--- src/rtl/rcf_pkg.sv ---
package rcf_pkg;
  localparam int DATA_W    = 32;
  localparam int NUM_FLAGS = 7;
  localparam int FLAG_LSB  = 25;
  localparam int CLR_BIT   = 24;
  localparam int CTRL_W    = 2;
  localparam int SYNC_STG  = 2;
  // power-up pattern: brown-out, pin and power-on flags set
  localparam logic [NUM_FLAGS-1:0] FLAG_PON = 7'b000_0111;
endpackage

--- src/rtl/rcf_rst_sync.sv ---
module rcf_rst_sync #(
  parameter int STAGES = 2
) (
  input  logic clk_i,
  input  logic arst_ni,
  output logic srst_no
);
  logic [STAGES-1:0] chain_q;
  logic [STAGES-1:0] chain_d;

  always_comb begin
    chain_d = {chain_q[STAGES-2:0], 1'b1};
  end

  always_ff @(posedge clk_i or negedge arst_ni) begin
    if (!arst_ni) chain_q <= '0;
    else          chain_q <= chain_d;
  end

  assign srst_no = chain_q[STAGES-1];
endmodule

--- src/rtl/rcf_flag_bank.sv ---
module rcf_flag_bank #(
  parameter int                       N   = 7,
  parameter logic [N-1:0]             PON = '0
) (
  input  logic         clk_i,
  input  logic         rst_ni,
  input  logic [N-1:0] evt_i,
  input  logic         clr_i,
  output logic [N-1:0] flags_o
);
  for (genvar i = 0; i < N; i++) begin : g_flag
    logic flag_q;
    logic flag_d;
    logic flag_en;

    always_comb begin
      flag_en = evt_i[i] | clr_i;
      flag_d  = evt_i[i];
    end

    always_ff @(posedge clk_i or negedge rst_ni) begin
      if (!rst_ni)      flag_q <= PON[i];
      else if (flag_en) flag_q <= flag_d | (flag_q & ~clr_i);
    end

    assign flags_o[i] = flag_q;

    a_r2_event_sets: assert property (@(posedge clk_i) disable iff (!rst_ni)
      evt_i[i] |=> flags_o[i]);
    a_r3_sticky: assert property (@(posedge clk_i) disable iff (!rst_ni)
      (flags_o[i] && !clr_i) |=> flags_o[i]);
    a_r4_clear: assert property (@(posedge clk_i) disable iff (!rst_ni)
      (clr_i && !evt_i[i]) |=> !flags_o[i]);
  end
endmodule

--- src/rtl/rcf_bus_if.sv ---
module rcf_bus_if #(
  parameter int DATA_W    = 32,
  parameter int NUM_FLAGS = 7,
  parameter int FLAG_LSB  = 25,
  parameter int CLR_BIT   = 24,
  parameter int CTRL_W    = 2
) (
  input  logic                 clk_i,
  input  logic                 rst_ni,
  input  logic                 req_i,
  input  logic                 we_i,
  input  logic [DATA_W/8-1:0]  be_i,
  input  logic [DATA_W-1:0]    wdata_i,
  input  logic [NUM_FLAGS-1:0] flags_i,
  output logic                 clr_o,
  output logic [CTRL_W-1:0]    ctrl_o,
  output logic [DATA_W-1:0]    rdata_o
);
  localparam int BE_W     = DATA_W / 8;
  localparam int CLR_LANE = CLR_BIT / 8;

  logic [BE_W-1:0]   lane_wr;
  logic [CTRL_W-1:0] ctrl_q;
  logic [CTRL_W-1:0] ctrl_d;
  logic              ctrl_en;

  always_comb begin
    lane_wr = '0;
    for (int b = 0; b < BE_W; b++) begin
      lane_wr[b] = rst_ni & req_i & we_i & be_i[b];
    end
    clr_o   = lane_wr[CLR_LANE] & wdata_i[CLR_BIT];
    ctrl_en = lane_wr[0];
    ctrl_d  = wdata_i[CTRL_W-1:0];
  end

  always_ff @(posedge clk_i or negedge rst_ni) begin
    if (!rst_ni)      ctrl_q <= '0;
    else if (ctrl_en) ctrl_q <= ctrl_d;
  end

  always_comb begin
    rdata_o = '0;
    rdata_o[FLAG_LSB +: NUM_FLAGS] = flags_i;
    rdata_o[CTRL_W-1:0]            = ctrl_q;
  end

  assign ctrl_o = ctrl_q;

  a_r9_ctrl_hold: assert property (@(posedge clk_i) disable iff (!rst_ni)
    !(req_i && we_i && be_i[0]) |=> $stable(ctrl_o));
  a_r9_ctrl_load: assert property (@(posedge clk_i) disable iff (!rst_ni)
    (req_i && we_i && be_i[0]) |=> (ctrl_o == $past(wdata_i[CTRL_W-1:0])));
endmodule

--- src/rtl/rcf_reg.sv ---
module rcf_reg
  import rcf_pkg::*;
(
  input  logic                 clk_i,
  input  logic                 por_rst_ni,
  input  logic                 sys_rst_ni,
  input  logic [NUM_FLAGS-1:0] evt_i,
  input  logic                 req_i,
  input  logic                 we_i,
  input  logic [DATA_W/8-1:0]  be_i,
  input  logic [DATA_W-1:0]    wdata_i,
  output logic [DATA_W-1:0]    rdata_o,
  output logic [CTRL_W-1:0]    ctrl_o
);
  localparam int CLR_LANE = CLR_BIT / 8;

  logic flag_rst_n;
  logic sys_rst_n;
  logic sys_arst_n;
  logic clr;
  logic [NUM_FLAGS-1:0] flags;

  // system domain is also cleared by power reset
  assign sys_arst_n = por_rst_ni & sys_rst_ni;

  rcf_rst_sync #(.STAGES(SYNC_STG)) u_por_sync (
    .clk_i  (clk_i),
    .arst_ni(por_rst_ni),
    .srst_no(flag_rst_n)
  );

  rcf_rst_sync #(.STAGES(SYNC_STG)) u_sys_sync (
    .clk_i  (clk_i),
    .arst_ni(sys_arst_n),
    .srst_no(sys_rst_n)
  );

  rcf_flag_bank #(.N(NUM_FLAGS), .PON(FLAG_PON)) u_flags (
    .clk_i  (clk_i),
    .rst_ni (flag_rst_n),
    .evt_i  (evt_i),
    .clr_i  (clr),
    .flags_o(flags)
  );

  rcf_bus_if #(
    .DATA_W   (DATA_W),
    .NUM_FLAGS(NUM_FLAGS),
    .FLAG_LSB (FLAG_LSB),
    .CLR_BIT  (CLR_BIT),
    .CTRL_W   (CTRL_W)
  ) u_bus (
    .clk_i  (clk_i),
    .rst_ni (sys_rst_n),
    .req_i  (req_i),
    .we_i   (we_i),
    .be_i   (be_i),
    .wdata_i(wdata_i),
    .flags_i(flags),
    .clr_o  (clr),
    .ctrl_o (ctrl_o),
    .rdata_o(rdata_o)
  );

  a_r6_lane_gates_clear: assert property (@(posedge clk_i) disable iff (!flag_rst_n)
    ((evt_i == '0) && !(req_i && we_i && be_i[CLR_LANE]))
      |=> (rdata_o[DATA_W-1:FLAG_LSB] == $past(rdata_o[DATA_W-1:FLAG_LSB])));
  a_r7_reserved_zero: assert property (@(posedge clk_i) disable iff (!flag_rst_n)
    rdata_o[CLR_BIT:CTRL_W] == '0);
  a_r8_sys_keeps_flags: assert property (@(posedge clk_i) disable iff (!flag_rst_n)
    (!sys_rst_n && evt_i == '0) |=> $stable(flags));
endmodule

--- config.mk ---
export PLATFORM = sky130hd
export DESIGN_NAME = rcf_reg
export DESIGN_NICKNAME = d
export VERILOG_FILES = /design/src/rtl/rcf_pkg.sv /design/src/rtl/rcf_rst_sync.sv /design/src/rtl/rcf_flag_bank.sv /design/src/rtl/rcf_bus_if.sv /design/src/rtl/rcf_reg.sv
export SDC_FILE = /design/constraint.sdc
export NUM_CORES = 1
export LEC_CHECK = 0
export CORE_MARGIN = 1.5
export CORE_UTILIZATION = 29
export DETAILED_ROUTE_END_ITERATION = 10
export PLACE_DENSITY = 0.8
export SYNTH_ARGS = -nofsm -noshare
export SYNTH_HDL_FRONTEND = slang
export SYNTH_HIERARCHICAL = 1
export SYNTH_SLANG_ARGS = --single-unit
--- constraint.sdc ---
create_clock -name clk_i -period 1.3 [get_ports clk_i]
set_input_delay 0.195 -clock clk_i [delete_from_list [all_inputs] [get_ports clk_i]]
set_output_delay 0.195 -clock clk_i [all_outputs]
set_load 0.005 [all_outputs]
# Word-level counts from Yosys, hierarchy flattened
# Index checks and enable logic that the tools add are counted.
# op_classes
bitwise	28
# op_table
cell	count
$or A1 B1 Y1	14
$and A1 B1 Y1	13
$not A1 Y1	1
# totals
wordCells	38
output_inout_bits	34
register_bits	13
in_bits	48

# Longest topological paths before layout
# depth
word_depth	7
depth_mapped	4

# Cells and area by module
# Netlist, hierarchy kept.
# by_module_without_submodules
mod	seq_area_each_um2	cells_per_inst	area_per_inst_um2	n_inst
rcf_bus_if	50.0	41	335.3	1
rcf_flag_bank	178.9	22	287.8	1
rcf_rst_sync	50.0	3	53.8	2
rcf_reg	0.0	1	6.3	1

# Worst setup path after synthesis
# No wires, ideal clock.
# synth_timing
path_type	register -> register
startpoint	register u_sys_sync.chain_q[1]
endpoint	register u_bus.ctrl_q[0] (netlist: u_bus/ctrl_o[0])
synth_period_minus_slack_ns	0.963
slack_ns	0.337
setup_time_ns	0.125
path_stages_with_launch	3
path_buffers	0
required_time_ns	1.175
arrival_time_ns	0.839
cell_sequence	dfrtp_1 > nand4_1 > mux2_2
# synth_via
elab_chain_cells	3
# synth_rtl
element	line_no	text
start: declaration	rcf_rst_sync.sv:8	logic [STAGES-1:0] chain_q;
start signal: assignment	rcf_rst_sync.sv:17	else chain_q <= chain_d;
$and A1 B1 Y1 (2 in a row)	-	
$and A1 B1 Y1	rcf_bus_if.sv:30	lane_wr[b] = rst_ni & req_i & we_i & be_i[b];
end signal: assignment	rcf_bus_if.sv:39	else if (ctrl_en) ctrl_q <= ctrl_d;
end: declaration	rcf_bus_if.sv:23	logic [CTRL_W-1:0] ctrl_q;
# Every way passes these cells.
# A chain may end at the register's enable or synchronous reset.

# Final worst setup path
# layout_timing
startpoint	register u_bus.ctrl_q[0] (netlist: u_bus/ctrl_o[0])
endpoint	output port ctrl_o[0]
# layout_rtl
element	line_no	text
end: declaration	rcf_reg.sv:13	output logic [CTRL_W-1:0] ctrl_o
# No word-level cell between the ends.

==> metrics <==
status finished clean; Setup CP Type register to output port; Peak Freq 807 MHz; nets 137; DRT Wirelength 1050 um; Ports 82; Area Growth Syn to Fin 19.0%; Die H 53.4 um; setup violators final 0; layout cells sized above 1 0.148; CTS tree yes; Crit-path slowest cell dfrtp_1; sequential fraction of the synthesis area 0.447; ANT nets after route 0; GPL Wtd Cong 0.563; core box area 2430 um^2; hold_buf cts 0; design area 877 um^2; power per standard cell area 951 nW/um^2; largest stage delay on the critical path 390 ps; largest net degree at the start of global routing 8; Synth cell types 12; Die Footprint 2850 um^2; Yosys reg bits 13; worst-skew pair later-pin latency 260 ps; GR Overflow Total 0; minimum clock period 1240 ps; first-pass GRT wire length 1510 um; DRT iter0 DRCs 0; number of rows in the core area 18; Placement Cell Area 835 um^2; maximum buffer depth of the clock tree 2; TritonCTS Sinks 13; CTS buffer count 3; Syn. warnings 6; Mapped Cells 70; Final Skew 0.554 ps; RSZ-0062 raised after global routing false; Slew Viols, Final 0; Vias per Instance 3.39; setup TNS 0 ps; DR vias 400; FF-to-FF Start u_sys_sync/chain_q[1]; initial antenna violation count 0; Syn Std Cell Area 737 um^2; Top Family by Delay on Critical Path buffers and inverters; LEAKAGE 0.388 nW; DIE WIDTH 53.4 um; period utilization 0.953; commonest non-fill, non-tap cells in the layout conb_1, clkdlybuf4s50_1, dlygate4sd2_1; vias in the first global route 363; endpoint class of the critical path output port; Initial Utilization 0.303; VDD IR max 421 uV; H-tree depth 1; max-cap viol count 0; crit path DAT 1040 ps; min-delay worst type register to asynchronous set/reset pin; worst endpoint required time 1110 ps; antenna cells 0; Detailed Place HPWL 894 um; CP max FO 2; Post-Syn Area per Cell 10.5 um^2; drt drc 0; reg2reg path depth 2; drt pass-1 iters 1; CP startpoint kind register; Total Power 834 uW; WP buf/inv 2; gr usage total 0.0773; clock edge transition at the registers on the reported setup and hold paths 70 ps; most common cell after layout, fill and taps aside conb_1; worst reg2reg setup slack 280 ps; final hold viol count 0; CTS root buf clkbuf_4; worst r2r dst u_bus/ctrl_o[0]; routed len/inst 8.86 um; Cell Chain, Critical Path buf_4 -> dlygate4sd2_1; port bufs 27
[per-stage QoR]
stage	setup slack [ps]	cells	hold WS, ps	utilization
after CTS	46.4	118	56.6	0.361
after global placement	52.6	110	43.2	0.343
after detailed placement	34.1	110	49.3	0.343
final	60.5	118	53.1	0.361
after global routing	6.79	118	76.0	0.361
after floorplan	337	92	-101	-
[Yosys cell counts]
cell / number / area, um^2
nand2_1: 1 / 3.75
dfrtp_1: 10 / 250
nand3_1: 1 / 5.00
conb_1: 3 / 11.3
dfstp_2: 3 / 78.8
mux2_2: 2 / 22.5
and2_1: 1 / 6.26
a21o_1: 7 / 52.6
nor2_1: 1 / 3.75
buf_4: 39 / 293
nand4_1: 1 / 6.26
inv_2: 1 / 3.75
[cells by family (layout without fill, tap and decap cells)]
kind of cell,Yosys count,count (layout),synth area share
buf+inv,40,36,0.402
mux,2,2,0.0306
simple gates,5,5,0.0340
compound gates,7,7,0.0713
flops,13,13,0.447
other cells,3,25,0.0153
[flip-flops by register name, indices dropped and copies added, names as in the netlist]
signal and count:
u_bus/ctrl_o 2, u_flags/g_flag.flag_q 7, u_sys_sync/chain_q 2, u_por_sync/chain_q 2
[worst max path at each step]
stage	endpoint	depth (start not counted)	from
after floorplan	u_bus/ctrl_o[0]	2	u_sys_sync/chain_q[1]
after global placement	u_flags/g_flag[3].flag_q	5	we_i
after detailed placement	u_flags/g_flag[5].flag_q	5	we_i
after CTS	ctrl_o[0]	2	u_bus/ctrl_o[0]
after global routing	ctrl_o[0]	2	u_bus/ctrl_o[0]
final	ctrl_o[0]	2	u_bus/ctrl_o[0]
[what timing repair did]
| item | in CTS | in global routing |
|---|---|---|
| setup buffers | 4 | 0 |
| setup endpoints to repair | 11 | 0 |
| resized for setup | 11 | 0 |
[power by group]
group	switching (mW)	internal, mW	total (mW)
clock	0.118	0.119	0.236
sequential	0.0171	0.431	0.448
combinational	0.0530	0.0969	0.150
[routing by layer]
metal / global-route usage / share of wire
met4: 0.0256 / 0
met5: 0 / 0
met1: 0.0606 / 0.33
met3: 0.0424 / 0.086
met2: 0.154 / 0.59
[layout make-up]
type	instances	area, um^2
inverters	1	3.75
clock buffers	4	26.3
well taps	30	37.5
flip-flops and latches	13	329
fillers	270	1560
multi-input cells	39	194
repair buffers	31	287
Power figures use the tool's default switching activity.
